$ cat config.mk
export PLATFORM = sky130hd
export DESIGN_NAME = vsm_field_sync
export DESIGN_NICKNAME = d
export VERILOG_FILES = /design/src/rtl/vsm_pkg.sv /design/src/rtl/vsm_std_table.sv /design/src/rtl/vsm_word_tracker.sv /design/src/rtl/vsm_sync_fsm.sv /design/src/rtl/vsm_strobe_gen.sv /design/src/rtl/vsm_field_sync.sv
export SDC_FILE = /design/constraint.sdc
export NUM_CORES = 1
export LEC_CHECK = 0
export CORE_UTILIZATION = 58
export DETAILED_ROUTE_END_ITERATION = 6
export PLACE_DENSITY = 0.85
export SLEW_MARGIN = 20
export SYNTH_ARGS = -nofsm -noshare
export SYNTH_HDL_FRONTEND = slang
export SYNTH_SLANG_ARGS = --single-unit
export TNS_END_PERCENT = 10
$ cat constraint.sdc
create_clock -name clk -period 5.1 [get_ports clk]
set_clock_uncertainty 0.2 [all_clocks]
set_input_delay 0.51 -clock clk [delete_from_list [all_inputs] [get_ports clk]]
set_output_delay 0.51 -clock clk [all_outputs]
set_load 0.05 [all_outputs]
$ cat src/rtl/vsm_pkg.sv
package vsm_pkg;

    localparam int IDX_W   = 11;
    localparam int LINE_W  = 10;
    localparam int NUM_STD = 2;

    typedef enum logic [1:0] {
        ST_HUNT    = 2'd0,
        ST_BLANK   = 2'd1,
        ST_PICTURE = 2'd2,
        ST_COAST   = 2'd3
    } sync_state_t;

    typedef struct packed {
        logic [IDX_W-1:0]  last_word;
        logic [IDX_W-1:0]  f1_word;
        logic [LINE_W-1:0] f1_line;
        logic [IDX_W-1:0]  f2_word;
        logic [LINE_W-1:0] f2_line;
    } std_profile_t;

endpackage

$ cat src/rtl/vsm_std_table.sv
module vsm_std_table
    import vsm_pkg::*;
#(
    parameter int LINE_WORDS [NUM_STD] = '{1716, 1728},
    parameter int F1_Y       [NUM_STD] = '{736, 732},
    parameter int F1_LINE    [NUM_STD] = '{4, 1},
    parameter int F2_Y       [NUM_STD] = '{307, 300},
    parameter int F2_LINE    [NUM_STD] = '{266, 313}
) (
    input  logic         std_sel,
    output std_profile_t prof
);

    std_profile_t tbl [NUM_STD];

    // Luma sample n travels as word 2n+1 in Cb,Y,Cr,Y order.
    for (genvar g = 0; g < NUM_STD; g++) begin : g_std
        assign tbl[g] = std_profile_t'{
            last_word: IDX_W'(LINE_WORDS[g] - 1),
            f1_word:   IDX_W'(2 * F1_Y[g] + 1),
            f1_line:   LINE_W'(F1_LINE[g]),
            f2_word:   IDX_W'(2 * F2_Y[g] + 1),
            f2_line:   LINE_W'(F2_LINE[g])
        };
    end

    assign prof = tbl[std_sel];

endmodule

$ cat src/rtl/vsm_word_tracker.sv
module vsm_word_tracker
    import vsm_pkg::*;
#(
    parameter int EAV_WORD = 1440
) (
    input  logic              clk,
    input  logic              rst_n,
    input  logic              word_valid,
    input  logic              line_start,
    input  logic [LINE_W-1:0] line_num,
    input  logic              std_sel,
    input  logic              run,
    input  logic [IDX_W-1:0]  last_word,
    output logic              std_cur,
    output logic [LINE_W-1:0] line_cur,
    output logic [IDX_W-1:0]  idx_cur,
    output logic [IDX_W-1:0]  idx_q
);

    localparam logic [IDX_W-1:0] EAV_IDX = IDX_W'(EAV_WORD);

    logic              std_q;
    logic [LINE_W-1:0] line_q;

    // Standard and line number: taken only from the line-start word.
    always_comb begin
        std_cur  = std_q;
        line_cur = line_q;
        if (line_start) begin
            std_cur  = std_sel;
            line_cur = line_num;
        end
    end

    // Word index of the word presented this cycle.
    always_comb begin
        idx_cur = idx_q;
        if (line_start) begin
            idx_cur = EAV_IDX;
        end else if (run) begin
            idx_cur = (idx_q == last_word) ? '0 : idx_q + 1'b1;
        end
    end

    always_ff @(posedge clk or negedge rst_n) begin
        if (!rst_n) begin
            std_q  <= 1'b0;
            line_q <= '0;
            idx_q  <= '0;
        end else if (word_valid) begin
            std_q  <= std_cur;
            line_q <= line_cur;
            idx_q  <= idx_cur;
        end
    end

endmodule

$ cat src/rtl/vsm_sync_fsm.sv
module vsm_sync_fsm
    import vsm_pkg::*;
#(
    parameter int EAV_WORD = 1440
) (
    input  logic             clk,
    input  logic             rst_n,
    input  logic             word_valid,
    input  logic             line_start,
    input  logic [IDX_W-1:0] idx_q,
    input  logic [IDX_W-1:0] last_word,
    output logic             run,
    output logic             track_en
);

    localparam logic [IDX_W-1:0] PIC_LAST = IDX_W'(EAV_WORD - 1);

    sync_state_t state_q;
    sync_state_t state_nxt;

    always_ff @(posedge clk or negedge rst_n) begin
        if (!rst_n) begin
            state_q <= ST_HUNT;
        end else begin
            state_q <= state_nxt;
        end
    end

    always_comb begin
        state_nxt = state_q;
        if (word_valid) begin
            if (line_start) begin
                state_nxt = ST_BLANK;                    // SYNC
            end else begin
                unique case (state_q)
                    ST_HUNT:    state_nxt = ST_HUNT;
                    ST_BLANK:   if (idx_q == last_word)  // WRAP
                                    state_nxt = ST_PICTURE;
                    ST_PICTURE: if (idx_q == PIC_LAST)   // MISS
                                    state_nxt = ST_COAST;
                    ST_COAST:   state_nxt = ST_COAST;
                endcase
            end
        end
    end

    always_comb begin
        run      = (state_q != ST_HUNT);
        track_en = word_valid &&
                   ((state_nxt == ST_BLANK) || (state_nxt == ST_PICTURE));
    end

endmodule

$ cat src/rtl/vsm_strobe_gen.sv
module vsm_strobe_gen
    import vsm_pkg::*;
(
    input  logic              clk,
    input  logic              rst_n,
    input  logic              track_en,
    input  logic [IDX_W-1:0]  idx_cur,
    input  logic [LINE_W-1:0] line_cur,
    input  logic [IDX_W-1:0]  f1_word,
    input  logic [LINE_W-1:0] f1_line,
    input  logic [IDX_W-1:0]  f2_word,
    input  logic [LINE_W-1:0] f2_line,
    output logic              field1_strobe,
    output logic              field2_strobe
);

    logic hit1;
    logic hit2;

    always_comb begin
        hit1 = track_en && (idx_cur == f1_word) && (line_cur == f1_line);
        hit2 = track_en && (idx_cur == f2_word) && (line_cur == f2_line);
    end

    always_ff @(posedge clk or negedge rst_n) begin
        if (!rst_n) begin
            field1_strobe <= 1'b0;
            field2_strobe <= 1'b0;
        end else begin
            field1_strobe <= hit1;
            field2_strobe <= hit2;
        end
    end

endmodule

$ cat src/rtl/vsm_field_sync.sv
module vsm_field_sync
    import vsm_pkg::*;
#(
    parameter int EAV_WORD             = 1440,
    parameter int LINE_WORDS [NUM_STD] = '{1716, 1728},
    parameter int F1_Y       [NUM_STD] = '{736, 732},
    parameter int F1_LINE    [NUM_STD] = '{4, 1},
    parameter int F2_Y       [NUM_STD] = '{307, 300},
    parameter int F2_LINE    [NUM_STD] = '{266, 313}
) (
    input  logic              clk,
    input  logic              rst_n,
    input  logic              word_valid,
    input  logic              line_start,
    input  logic [LINE_W-1:0] line_num,
    input  logic              std_sel,
    output logic              field1_strobe,
    output logic              field2_strobe,
    output logic [IDX_W-1:0]  word_idx
);

    std_profile_t      prof;
    logic              std_cur;
    logic [LINE_W-1:0] line_cur;
    logic [IDX_W-1:0]  idx_cur;
    logic [IDX_W-1:0]  idx_q;
    logic              run;
    logic              track_en;

    vsm_std_table #(
        .LINE_WORDS (LINE_WORDS),
        .F1_Y       (F1_Y),
        .F1_LINE    (F1_LINE),
        .F2_Y       (F2_Y),
        .F2_LINE    (F2_LINE)
    ) u_table (
        .std_sel (std_cur),
        .prof    (prof)
    );

    vsm_word_tracker #(.EAV_WORD(EAV_WORD)) u_tracker (
        .clk        (clk),
        .rst_n      (rst_n),
        .word_valid (word_valid),
        .line_start (line_start),
        .line_num   (line_num),
        .std_sel    (std_sel),
        .run        (run),
        .last_word  (prof.last_word),
        .std_cur    (std_cur),
        .line_cur   (line_cur),
        .idx_cur    (idx_cur),
        .idx_q      (idx_q)
    );

    vsm_sync_fsm #(.EAV_WORD(EAV_WORD)) u_fsm (
        .clk        (clk),
        .rst_n      (rst_n),
        .word_valid (word_valid),
        .line_start (line_start),
        .idx_q      (idx_q),
        .last_word  (prof.last_word),
        .run        (run),
        .track_en   (track_en)
    );

    vsm_strobe_gen u_strobe (
        .clk           (clk),
        .rst_n         (rst_n),
        .track_en      (track_en),
        .idx_cur       (idx_cur),
        .line_cur      (line_cur),
        .f1_word       (prof.f1_word),
        .f1_line       (prof.f1_line),
        .f2_word       (prof.f2_word),
        .f2_line       (prof.f2_line),
        .field1_strobe (field1_strobe),
        .field2_strobe (field2_strobe)
    );

    assign word_idx = idx_q;

endmodule

; ---- Word-level counts from Yosys, hierarchy flattened
; Index checks and enable logic that the tools add are counted.
[classes]
n_reduce_logical = 8
n_addsub = 1
n_eq_ne = 11
n_mux = 13
bitwise_logic = 1
n_lt_le_gt_ge = 1
[ops]
columns = operator, count
row1 = 2-to-1 mux 53 bit, 2
row2 = 2-to-1 mux 46 bit, 1
row3 = equality test 11 bit, 3
row4 = 2-to-1 mux 11 bit, 3
row5 = equality test 10 bit, 2
row6 = adder 11 x 1 -> 11 bit (second input constant), 1
row7 = equality test 11 bit (second input constant), 1
row8 = 2-to-1 mux 10 bit, 1
row9 = 2-to-1 mux 2 bit, 4
row10 = one-hot mux 2 bit (4 select lines), 1
row11 = equality test 2 bit (second input constant), 3
row12 = logical AND 1 bit, 5
row13 = equality test 2 x 1 -> 1 bit (second input constant), 2
row14 = greater-or-equal comparator 2 bit (second input constant), 1
row15 = zero test 2 bit, 1
row16 = inverter 1 -> 2 bit, 1
row17 = nonzero test 2 bit, 1
row18 = logical OR 1 bit, 1
row19 = 2-to-1 mux 1 bit, 1
[totals]
regBits = 26
output_inout_bits = 13

; ---- Logic depth before layout (Yosys ltp)
[depth]
ltp_word = 15
ltp_mapped = 8
mapped_depth_nobuf = 7

; ---- Modules after synthesis
; From an unflattened synthesis, not the netlist that was laid out.
[unflattened]
hier_cells = 321
area_unflattened_um2 = 2698.8
[modules_own_cells]
columns = module, area_each_um2, instances, cells_each, seq_area_each_um2
row1 = vsm_word_tracker, 1517.7, 1, 176, 550.5
row2 = vsm_strobe_gen, 510.5, 1, 60, 50.0
row3 = vsm_std_table, 401.6, 1, 55, 0.0
row4 = vsm_sync_fsm, 269.0, 1, 30, 50.0

; ---- Worst setup path after synthesis
; OpenSTA, ideal clock, no wires.
[synth_path]
path_kind = register -> register
start = reg u_tracker.idx_q[0]
end = reg u_strobe.field2_strobe
arrival_ns = 2.531
setup_slack_ns = 2.258
setup_ns = 0.111
path_buffers = 0
synth_period_minus_slack_ns = 2.842
stages_incl_launch_ff = 8
path_cell_list = dfrtp_1 > ha_1 > nand4_2 > or4_4 > nor2_4 > nor3_2 > a211o_1 > a2111oi_2
[synth_via]
elab_chain_len = 10
[synth_lines]
columns = element, line
row1 = from (decl), vsm_word_tracker.sv:17  ; output logic [IDX_W-1:0] idx_q
row2 = from (signal assigned), vsm_word_tracker.sv:53  ; idx_q <= idx_cur;
row3 = "parallel branches: the longest is 8 deep, another holds adder 11 x 1 -> 11 bit", --
row4 = logical AND 1 bit (*) (2 in a row), vsm_strobe_gen.sv:22  ; hit2 = track_en && (idx_cur == f2_word) && (line_cur == f2_line);
row5 = net u_strobe.hit2, vsm_strobe_gen.sv:18  ; logic hit2;
row6 = to (signal assigned), vsm_strobe_gen.sv:31  ; field2_strobe <= hit2;
row7 = to (decl), vsm_strobe_gen.sv:14  ; output logic field2_strobe
; Mark *: on every way through the listed nets, which the timed path passes.
; A chain may end at the register's enable or synchronous reset.

; ---- Final worst setup path
[layout_path]
start = in line_start
end = reg u_strobe.field2_strobe
[layout_via]
elab_chain_len = 15
[layout_lines]
columns = element, line
row1 = from (decl), vsm_field_sync.sv:14  ; input logic line_start,
row2 = 2-to-1 mux 1 bit, vsm_word_tracker.sv:29  ; if (line_start) begin
row3 = inverter 1 -> 2 bit (implied by the code), vsm_std_table.sv:27  ; assign prof = tbl[std_sel];
row4 = 2-to-1 mux 46 bit (implied by the code), vsm_std_table.sv:27
row5 = 2-to-1 mux 53 bit (implied by the code) (2 in a row), vsm_std_table.sv:27
row6 = equality test 11 bit, "vsm_word_tracker.sv:41, vsm_sync_fsm.sv:37"
row7 = 2-to-1 mux 2 bit, vsm_sync_fsm.sv:37  ; ST_BLANK: if (idx_q == last_word)
row8 = one-hot mux 2 bit (4 select lines), vsm_sync_fsm.sv:35  ; unique case (state_q)
row9 = 2-to-1 mux 2 bit, vsm_sync_fsm.sv:32  ; if (line_start) begin
row10 = 2-to-1 mux 2 bit, vsm_sync_fsm.sv:31  ; if (word_valid) begin
row11 = equality test 2 x 1 -> 1 bit or equality test 2 bit (tied branches), vsm_sync_fsm.sv:50  ; ((state_nxt == ST_BLANK) || (state_nxt == ST_PICTURE));
row12 = logical OR 1 bit, vsm_sync_fsm.sv:50
row13 = logical AND 1 bit, vsm_sync_fsm.sv:49  ; track_en = word_valid &&
row14 = logical AND 1 bit, vsm_strobe_gen.sv:22
row15 = logical AND 1 bit (*), vsm_strobe_gen.sv:22
row16 = net u_strobe.hit2, vsm_strobe_gen.sv:18
; The timed path passes the listed nets; every way through them passes the cells marked *. The select of a mux whose other input is x is not followed.

==> metrics.txt <==
WP data arrival=3.22 ns; DR iter-0 viols=89; r2r setup slk=around 2.3 ns; remaining global-route overflow=0; Period minus WS final=3.18 ns; status=finished with violations; Post-Layout Cell Count=about 240; failing checks=design-rule violations; Synth Register Bits=26; Slew Limit Fails=0; wire per inst=between 15 and 20 µm; Total Wirelength=4470 µm; Logic pwr share=27.2%; first-pass GRT wire length=around 7400 µm; 1st-pass router iterations=6; Final Cycle Share=approximately 62%; Switching Fraction=32.4%; total CTS buffers=3; top_reg_cell synth=dfrtp_1; met3 Usage GRT=4.24%; row count=19; Inserted Diodes=0; Clock transition at path regs=around 0.15 ns; cell area power density=260 nW/µm²; synthesis-to-layout area growth=17.0%; FMAX=roughly 0.31 GHz; die area=3320 µm²; Critical R2R Capture=u_strobe.field1_strobe; Post-synth ARST share=100%; antenna violations before repair=0; Worst Tran Pin Value=0.804 ns; Setup CP Type=in -> reg; GR Util met2=between 40% and 50%; routability cong.=around 0.9; DIE WIDTH=57.7 µm; final hold viol count=0; gr usage total=29.6%; Worst slew margin=46.2%; Flop pwr share=46.1%; clock buffer depth=2; Seq/Total Area, Yosys=36.2%; starting density of the core=between 60% and 70%; cell count after synthesis=189; Routed Antenna Nets=0; ratio of cells with drive above 1 in the final layout=15.2%; number of flops mapped to enable cells by yosys=0; Yosys top cell area share=36.2%; met1 Resource Use GR=between 30 and 40%; Max-cap violations=0; CP required=5.14 ns; CTS resizes=0; count leader, synth=dfrtp_1; HP Class=in -> async; Worst Path Max Fanout=27; yosys warns=0; Sinks on Clock Net=26; RSZ-0062 raised after global routing=false; setup TNS=0 ns; worst vdd ir=0.161 mV; Vias/cell=around 6.7; startpoint types=input port; H-tree level count=1; Pleak=0.803 nW; # DRC=2; clock power share=26.7%; endpoint class of the critical path=register; Worst R2R Path Depth=7; Setup Buffers After CTS=0; CTS tree=done; cts hold-fix bufs=0; Root Buffer=clkbuf_4; chip height=57.7 µm; IO Pins=28; placed cell count=237; Setup-failing EPs final=0; syn nets=205; core area=2850 µm²; P_sw=0.177 mW; global routing's busiest layer=met2; Clock Latency Late Sink=between 0.3 and 0.4 ns; area of the mapped netlist=1800 µm²; post-synth top area cell=dfrtp_1; FF-to-FF Start=u_tracker.idx_q[0]; placed wire-length estimate=3250 µm; final net count=227; Area contributors post-synth=dfrtp_1 (36%), mux2_2 (7.5%), xnor2_1 (4.9%), a21oi_1 (3.1%), nand2_1 (2.9%); Post-Syn Area per Cell=9.51 µm²; largest net degree at the start of global routing=28; vias in the first global route=1557; Yosys cell types=61; IO Port Bufs=27; Post-synth top cells=dfrtp_1 (26), nand2_1 (14), mux2_2 (12), a21oi_1 (11); Int Power=0.369 mW; via count=1610
[cell usage in the layout (no fill, tap or decap), types with 3 or more instances in the layout]
cell type,n
o21ai_1,4
clkbuf_4,3
nor4_1,5
nand4_1,4
nor2_1,10
inv_1,7
nand2_1,14
nor3_1,8
o31ai_1,4
clkdlybuf4s50_1,27
a21oi_1,11
o21ai_0,3
nand3_1,6
xnor2_1,10
mux2_2,12
dfrtp_1,26
buf_4,3
[worst max path at each step]
stage | slack [ns] | endpoint | startpoint | cells after the start
after global routing | 1.77 | u_strobe.field2_strobe | line_start | 8
after CTS | 1.99 | u_strobe.field2_strobe | line_start | 8
after floorplan | 2.26 | u_strobe.field2_strobe | u_tracker.idx_q[0] | 7
final | 1.92 | u_strobe.field2_strobe | line_start | 8
after global placement | 1.74 | u_strobe.field2_strobe | line_start | 8
after detailed placement | 1.62 | u_strobe.field2_strobe | line_start | 8
[worst max-delay path: stages]
cell	delay, ns
clkdlybuf4s50_1	0.45
buf_4	0.31
mux2i_4	0.53
mux2i_2	0.45
nor2_4	0.14
nor3_1	0.28
nand4_1	0.16
a2111oi_2	0.37
[routing by layer]
layer / vias to the layer above / share of wire [%]
met1: 791 / 44
met3: 11 / 5.0
met4: 0 / 2.6
met2: 60 / 49
met5: - / 0
li1: 748 / -
[cell type report]
| class | count | area [µm²] |
|---|---|---|
| clock buffers | 3 | 22.5 |
| clock inverters | 1 | 30.0 |
| fillers | 230 | 751 |
| inverters | 8 | 30.0 |
| multi-input cells | 142 | 1040 |
| flip-flops and latches | 26 | 651 |
| well taps | 31 | 38.8 |
| repair buffers | 30 | 293 |
[logic make-up (layout without fill, tap and decap cells)]
kind of cell,Yosys count,count (layout),synth area share [%]
AO/OA/AOI/OAI,46,46,18.1
buffers and inverters,21,42,6.06
multiplexers,16,16,10.7
XOR/XNOR,12,12,5.85
adder cells (fa/ha/maj),1,1,0.696
flip-flops,26,26,36.2
AND/OR/NAND/NOR,67,67,22.4
[state kept, by name (all words and copies together) (netlist names)]
signal and flops:
u_tracker.std_q 1, u_strobe.field1_strobe 1, u_fsm.state_q 2, u_tracker.idx_q 11, u_strobe.field2_strobe 1, u_tracker.line_q 10
[through the flow]
stage / power (mW) / setup WS, ns / area (µm²) / util, % / hold WS (ns)
6_report: 0.546 / 1.92 / 2100 / 73.7 / 0.318
3_5_place_dp: 0.402 / 1.62 / 2050 / 71.8 / 0.307
5_1_grt: 0.566 / 1.77 / 2100 / 73.7 / 0.359
4_1_cts: 0.547 / 1.99 / 2100 / 73.7 / 0.331
2_1_floorplan: 0.356 / 2.26 / 1800 / - / 0.0144
3_3_place_gp: 0.396 / 1.74 / 2050 / 71.8 / 0.290
[power groups by stage]
stage / registers [mW] / clock network, mW / logic (mW)
6_report: 0.252 / 0.146 / 0.149
5_1_grt: 0.255 / 0.151 / 0.161
4_1_cts: 0.251 / 0.148 / 0.148
3_5_place_dp: 0.255 / 0 / 0.148
3_3_place_gp: 0.253 / 0 / 0.143
2_1_floorplan: 0.264 / 0 / 0.0922
(Power assumes the default switching activity.)
